===== src/rtl/mulacc_pkg.sv =====
`timescale 1ns/1ps
package mulacc_pkg;
  localparam logic [1:0] OP_MUL = 2'b00;
  localparam logic [1:0] OP_ADD = 2'b01;
  localparam logic [1:0] OP_SUB = 2'b10;
  localparam logic [1:0] OP_RSV = 2'b11;

  localparam int unsigned CC_N = 3;
  localparam int unsigned CC_Z = 2;
  localparam int unsigned CC_C = 1;
  localparam int unsigned CC_V = 0;
  localparam int unsigned CC_W = 4;
endpackage


===== src/rtl/mulacc_core.sv =====
`timescale 1ns/1ps
module mulacc_core #(
  parameter int unsigned WIDTH     = 32,
  parameter bit          ITERATIVE = 1'b1
) (
  input  logic             clk,
  input  logic             rst_n,
  input  logic             load,
  input  logic [WIDTH-1:0] a,
  input  logic [WIDTH-1:0] b,
  output logic             busy,
  output logic             fin,
  output logic [WIDTH-1:0] prod
);
  localparam int unsigned CW = (WIDTH > 1) ? $clog2(WIDTH) : 1;

  generate
    if (ITERATIVE) begin : g_iter
      logic             busy_q, busy_d;
      logic [CW-1:0]    cnt_q, cnt_d;
      logic [WIDTH-1:0] acc_q, acc_d;
      logic [WIDTH-1:0] mcand_q, mcand_d;
      logic [WIDTH-1:0] mplier_q, mplier_d;
      logic             last;
      logic             en;
      logic [WIDTH-1:0] partial;

      always_comb begin
        last     = busy_q && (cnt_q == CW'(WIDTH - 1));
        partial  = acc_q + (mplier_q[0] ? mcand_q : '0);
        en       = load || busy_q;
        busy_d   = busy_q;
        cnt_d    = cnt_q;
        acc_d    = acc_q;
        mcand_d  = mcand_q;
        mplier_d = mplier_q;
        if (load) begin
          busy_d   = 1'b1;
          cnt_d    = '0;
          acc_d    = '0;
          mcand_d  = a;
          mplier_d = b;
        end else if (busy_q) begin
          acc_d    = partial;
          mcand_d  = mcand_q << 1;
          mplier_d = mplier_q >> 1;
          cnt_d    = cnt_q + CW'(1);
          if (last) busy_d = 1'b0;
        end
      end

      always_ff @(posedge clk or negedge rst_n) begin
        if (!rst_n) begin
          busy_q   <= 1'b0;
          cnt_q    <= '0;
          acc_q    <= '0;
          mcand_q  <= '0;
          mplier_q <= '0;
        end else if (en) begin
          busy_q   <= busy_d;
          cnt_q    <= cnt_d;
          acc_q    <= acc_d;
          mcand_q  <= mcand_d;
          mplier_q <= mplier_d;
        end
      end

      assign busy = busy_q;
      assign fin  = last;
      assign prod = partial;

      assert_stays_busy_R10: assert property (@(posedge clk) disable iff (!rst_n)
        busy_q && !last |=> busy_q);
      assert_fin_single_R9: assert property (@(posedge clk) disable iff (!rst_n)
        last |=> !last);
      assert_load_begins_R9: assert property (@(posedge clk) disable iff (!rst_n)
        load |=> busy_q && (cnt_q == '0));
    end else begin : g_comb
      assign busy = 1'b0;
      assign fin  = load;
      assign prod = a * b;
    end
  endgenerate
endmodule


===== src/rtl/mulacc_post.sv =====
`timescale 1ns/1ps
module mulacc_post
  import mulacc_pkg::*;
#(
  parameter int unsigned WIDTH = 32
) (
  input  logic [1:0]       op,
  input  logic             upd,
  input  logic [WIDTH-1:0] prod,
  input  logic [WIDTH-1:0] c,
  input  logic [CC_W-1:0]  cc,
  output logic [WIDTH-1:0] value,
  output logic [CC_W-1:0]  cc_new
);
  logic is_plain;

  always_comb begin
    case (op)
      OP_ADD:  value = prod + c;
      OP_SUB:  value = c - prod;
      default: value = prod;
    endcase
    is_plain = (op == OP_MUL) || (op == OP_RSV);
    cc_new   = cc;
    if (upd && is_plain) begin
      cc_new[CC_N] = value[WIDTH-1];
      cc_new[CC_Z] = (value == '0);
    end
  end
endmodule


===== src/rtl/mulacc_unit.sv =====
`timescale 1ns/1ps
module mulacc_unit
  import mulacc_pkg::*;
#(
  parameter int unsigned WIDTH     = 32,
  parameter bit          ITERATIVE = 1'b1
) (
  input  logic             clk,
  input  logic             rst_n,
  input  logic             start,
  input  logic [1:0]       op_sel,
  input  logic             upd_flags,
  input  logic [WIDTH-1:0] opnd_a,
  input  logic [WIDTH-1:0] opnd_b,
  input  logic [WIDTH-1:0] opnd_c,
  input  logic [CC_W-1:0]  cc_in,
  output logic [WIDTH-1:0] res,
  output logic [CC_W-1:0]  cc_out,
  output logic             done
);
  logic             busy, fin, load;
  logic [WIDTH-1:0] prod;
  logic [1:0]       op_q, op_v;
  logic             upd_q, upd_v;
  logic [WIDTH-1:0] c_q, c_v;
  logic [CC_W-1:0]  ccs_q, cc_v;
  logic [WIDTH-1:0] value;
  logic [CC_W-1:0]  cc_new;
  logic [WIDTH-1:0] res_q;
  logic [CC_W-1:0]  cco_q;
  logic             done_q;

  assign load = start && !busy;

  mulacc_core #(.WIDTH(WIDTH), .ITERATIVE(ITERATIVE)) i_core (
    .clk(clk), .rst_n(rst_n), .load(load), .a(opnd_a), .b(opnd_b),
    .busy(busy), .fin(fin), .prod(prod)
  );

  // capture of the non-product fields at acceptance
  always_ff @(posedge clk or negedge rst_n) begin
    if (!rst_n) begin
      op_q  <= OP_MUL;
      upd_q <= 1'b0;
      c_q   <= '0;
      ccs_q <= '0;
    end else if (load) begin
      op_q  <= op_sel;
      upd_q <= upd_flags;
      c_q   <= opnd_c;
      ccs_q <= cc_in;
    end
  end

  always_comb begin
    op_v  = load ? op_sel    : op_q;
    upd_v = load ? upd_flags : upd_q;
    c_v   = load ? opnd_c    : c_q;
    cc_v  = load ? cc_in     : ccs_q;
  end

  mulacc_post #(.WIDTH(WIDTH)) i_post (
    .op(op_v), .upd(upd_v), .prod(prod), .c(c_v), .cc(cc_v),
    .value(value), .cc_new(cc_new)
  );

  always_ff @(posedge clk or negedge rst_n) begin
    if (!rst_n) begin
      res_q <= '0;
      cco_q <= '0;
    end else if (fin) begin
      res_q <= value;
      cco_q <= cc_new;
    end
  end

  always_ff @(posedge clk or negedge rst_n) begin
    if (!rst_n) done_q <= 1'b0;
    else        done_q <= fin;
  end

  assign res    = res_q;
  assign cc_out = cco_q;
  assign done   = done_q;

  assert_cv_passed_R7: assert property (@(posedge clk) disable iff (!rst_n)
    done_q |-> cco_q[CC_C:CC_V] == $past(cc_v[CC_C:CC_V]));
  assert_flags_kept_R8: assert property (@(posedge clk) disable iff (!rst_n)
    done_q && $past(!upd_v || op_v == OP_ADD || op_v == OP_SUB) |-> cco_q == $past(cc_v));
  assert_nz_follow_R6: assert property (@(posedge clk) disable iff (!rst_n)
    done_q && $past(upd_v && (op_v == OP_MUL || op_v == OP_RSV))
      |-> (cco_q[CC_Z] == (res_q == '0)) && (cco_q[CC_N] == res_q[WIDTH-1]));
  assert_hold_result_R9: assert property (@(posedge clk) disable iff (!rst_n)
    !$past(fin) |-> $stable(res_q) && $stable(cco_q));
  assert_idle_after_reset_R11: assert property (@(posedge clk)
    !rst_n |=> !done_q && (res_q == '0) && (cco_q == '0));
endmodule


===== config.mk =====
export PLATFORM = sky130hd
export DESIGN_NAME = mulacc_unit
export DESIGN_NICKNAME = d
export VERILOG_FILES = /design/src/rtl/mulacc_pkg.sv /design/src/rtl/mulacc_core.sv /design/src/rtl/mulacc_post.sv /design/src/rtl/mulacc_unit.sv
export SDC_FILE = /design/constraint.sdc
export NUM_CORES = 1
export LEC_CHECK = 0
export BUFFER_PORTS_ARGS = -buffer_cell sky130_fd_sc_hd__clkbuf_2
export CAP_MARGIN = 5
export CORE_MARGIN = 2
export CORE_UTILIZATION = 31
export CTS_BUF_LIST = sky130_fd_sc_hd__clkbuf_4 sky130_fd_sc_hd__clkbuf_8
export CTS_CLUSTER_SIZE = 28
export DETAILED_ROUTE_END_ITERATION = 16
export PLACE_DENSITY = 0.56
export RECOVER_POWER = 50
export SETUP_SLACK_MARGIN = 0.15
export SLEW_MARGIN = 25
export SYNTH_ARGS = -nofsm -noshare
export SYNTH_HDL_FRONTEND = slang
export SYNTH_SLANG_ARGS = --single-unit

===== constraint.sdc =====
create_clock -name clk -period 16.1 [get_ports clk]
set_input_delay 0 -clock clk [delete_from_list [all_inputs] [get_ports clk]]
set_output_delay 0 -clock clk [all_outputs]
set_load 0.03 [all_outputs]

==> results by group <==
Logic synthesis
  • Avg Inst Size Synth: 9.03 µm²
  • Most used flip-flop cell after synthesis: dfrtp_1
  • Synth Cell Area: 12,200 µm²
  • Post-synth top area cell: dfrtp_1
  • Commonest cells in the netlist: dfrtp_1 (178), nand2_1 (172), o21ai_0 (141)
  • Register bit total from synthesis: 178
  • Synth Net Count: 1,525
  • Top cell type's share of synthesized area: 36.5%
  • Number of synthesized flops with an enable pin: 0
  • Count leader, synth: dfrtp_1
  • Synth top area cells: dfrtp_1 (37%), ha_1 (6.8%), mux2i_1 (6.6%)
  • Ys Warns: 0
  • Yosys cell types: 77
  • Cells after Synth: 1,351
  • Post-synthesis sequential area ratio: 36.5%
  • Ys async rst share: 100%

Final layout
  • Post-route cell area: 14,800 µm²
  • ANT cells: 0
  • Area Growth Syn to Fin: 21.2%
  • Final net count: 1,729
  • Multi-input gate area: 7380 µm²
  • Fillers: 4,014
  • Share of cells above drive strength 1: 12.9%
  • Sequential cell area: 4450 µm²

STA
  • Setup Viol. Count Final: 0
  • Layout Skew: 25.0 ps
  • Slew margin rel.: -145%
  • Final-report max-slew violation count: 299
  • Max Clock Freq: 0.131 GHz
  • Post-route minimum period: 7650 ps
  • Final period utilization: 47.5%
  • Final WS setup: 8450 ps
  • Fin. Hold Viols: 0
  • RSZ-0062 raised after global routing: false
  • Slew @ Worst Pin: 3680 ps
  • Worst hold margin: 96.1 ps
  • Total negative setup slack: 0 ps

Placement
  • Post-DP Area: 13,400 µm²
  • Placer Congestion: 0.928
  • Dpl hpwl: 26.3 mm
  • Port Buf Inserts: 142
  • Pre-CTS setup slack: 9030 ps

Setup path
  • WP data required: 16,530 ps
  • Crit-path max FO: 51
  • Crit end category: flop
  • Setup CP Type: reg -> reg
  • CP startpoint kind: flop
  • CP Data Arrival Time: 8080 ps

GRT
  • Vias in the first global route: 10,600
  • First-pass GRT wire length: 57.1 mm
  • GRT Util Overall: 17.5%
  • Largest net degree at the start of global routing: 106
  • Initial antenna violation count: 0
  • Remaining global-route overflow: 0

Die
  • IO Pins: 143
  • Width of the die: 202 µm
  • Die height: 202 µm
  • Die area: 40,900 µm²
  • Core area: 38,700 µm²
  • Num rows: 72
  • Starting Density: 31.5%

Clock tree
  • TritonCTS Buffers: 17
  • H-tree levels: 4
  • CTS Sinks: 178
  • Worst-path clk slew: 110 ps
  • Latest clock arrival within the worst-skew pair: 500 ps
  • Clk root buf: clkbuf_8
  • CTS tree: built
  • Clock buffer depth: 2

Detailed routing
  • Remaining DRCs: 0
  • Vias per cell: 5.05
  • Initial DRC Count: 730
  • Routed via count: 10,500
  • Detailed-route wire length per cell: 16.9 µm
  • Drt first pass iters: 5
  • Post-Route WL: 35.3 mm
  • Final ANT Viol Nets: 0

Hold path
  • Hold Crit Class: in -> reg

Run status
  • Failing checks: capacitance limit, slew limit
  • Outcome: complete, but fails checks

Job
  • Max-cap violations: 5
[layout by cell type, fill, tap and decap left out, drive strengths merged, types with 5 or more instances in the layout]
cell	n
a22o	20
o21bai	10
dlygate4sd3	104
nor3	18
a31oi	14
a2111oi	7
mux2	44
clkbuf	164
o21a	11
nand3	21
o2111ai	6
nand2b	11
xor2	26
a221oi	5
mux2i	81
or2	5
ha	66
dfrtp	178
nor2b	6
xnor2	48
a211oi	10
buf	11
o211ai	16
and2	38
nor2	82
or3	7
a21oi	81
inv	30
nand4	12
o21ai	142
nor3b	10
a21o	23
nand2	172
and3	16
[state kept, by name (all words and copies together), names as in the netlist, 2 cells and up]
signal                  count
c_q                        32
cc_out                      4
ccs_q                       4
i_core.g_iter.acc_q        32
i_core.g_iter.cnt_q         5
i_core.g_iter.mcand_q      32
i_core.g_iter.mplier_q     32
op_q                        2
res                        32
[area by class of cell]
type | instances | share of cell area (%)
clock buffers | 21 | 1.79
clock inverters | 11 | 1.04
inverters | 27 | 0.685
multi-input cells | 1073 | 49.9
flip-flops and latches | 178 | 30.1
well taps | 518 | 4.38
repair buffers | 258 | 12.1
[worst paths after layout]
path                                                   to  slack (ps)                      start  cells past startpoint
worst max-delay path                            cc_out[2]        8450                i_core.busy                     19
worst min-delay path            i_core.g_iter.mcand_q[10]         100                      start                      3
worst max register to register                  cc_out[2]        8450                i_core.busy                     19
worst min register to register  i_core.g_iter.mplier_q[2]         480  i_core.g_iter.mplier_q[3]                      2
max in group asynchronous                          c_q[9]       10310                      rst_n                      4
min in group asynchronous       i_core.g_iter.mplier_q[6]        1240                      rst_n                      2
[metal layers]
metal	vias to the layer above	part of all wire, %	GRT usage, %
met5	-	0	0
met4	0	1.6	4.74
met3	35	3.7	2.85
li1	5299	-	-
met1	4987	50	24.6
met2	222	44	27.7
[through the flow]
stage | utilization (%) | std cells
3_5_place_dp | 34.6 | 1950
5_1_grt | 38.2 | 2086
6_report | 38.2 | 2086
4_1_cts | 38.4 | 2086
3_3_place_gp | 34.6 | 1950
2_1_floorplan | - | 1351
[worst max-delay path: stages (launching register included)]
cell and delay (ps):
dfrtp_1 1040, nor2b_1 1740, mux2_1 430, ha_1 190, buf_4 230, inv_1 280, o21ai_0 170, xor2_1 200
ha_1 370, a21o_1 200, a21oi_1 250, a21oi_1 200, o41ai_1 500, xnor2_1 140, mux2i_1 200, nand2_1 110
nor4b_1 480, nand4_1 180, or4_1 490, o21ai_1 130
[repair_timing]
action,CTS,global route
endpoints found under the hold margin,169,0
setup buffers,0,0
hold buffers,104,0
resized for setup,0,0
[kinds of logic after synthesis]
logic type / after synthesis / synth area share [%]
and+or+nand+nor: 422 / 17.0
AOI/OAI and AO/OA: 384 / 20.2
DFF: 178 / 36.5
muxes: 125 / 10.7
buffers and inverters: 100 / 3.08
xor gates and xnor gates: 74 / 5.38
adders and majority gates: 68 / 7.10
Power is left out: the tool's default activity adds up to more than one toggle a clock period on the data nets, which glitch-free logic cannot reach.
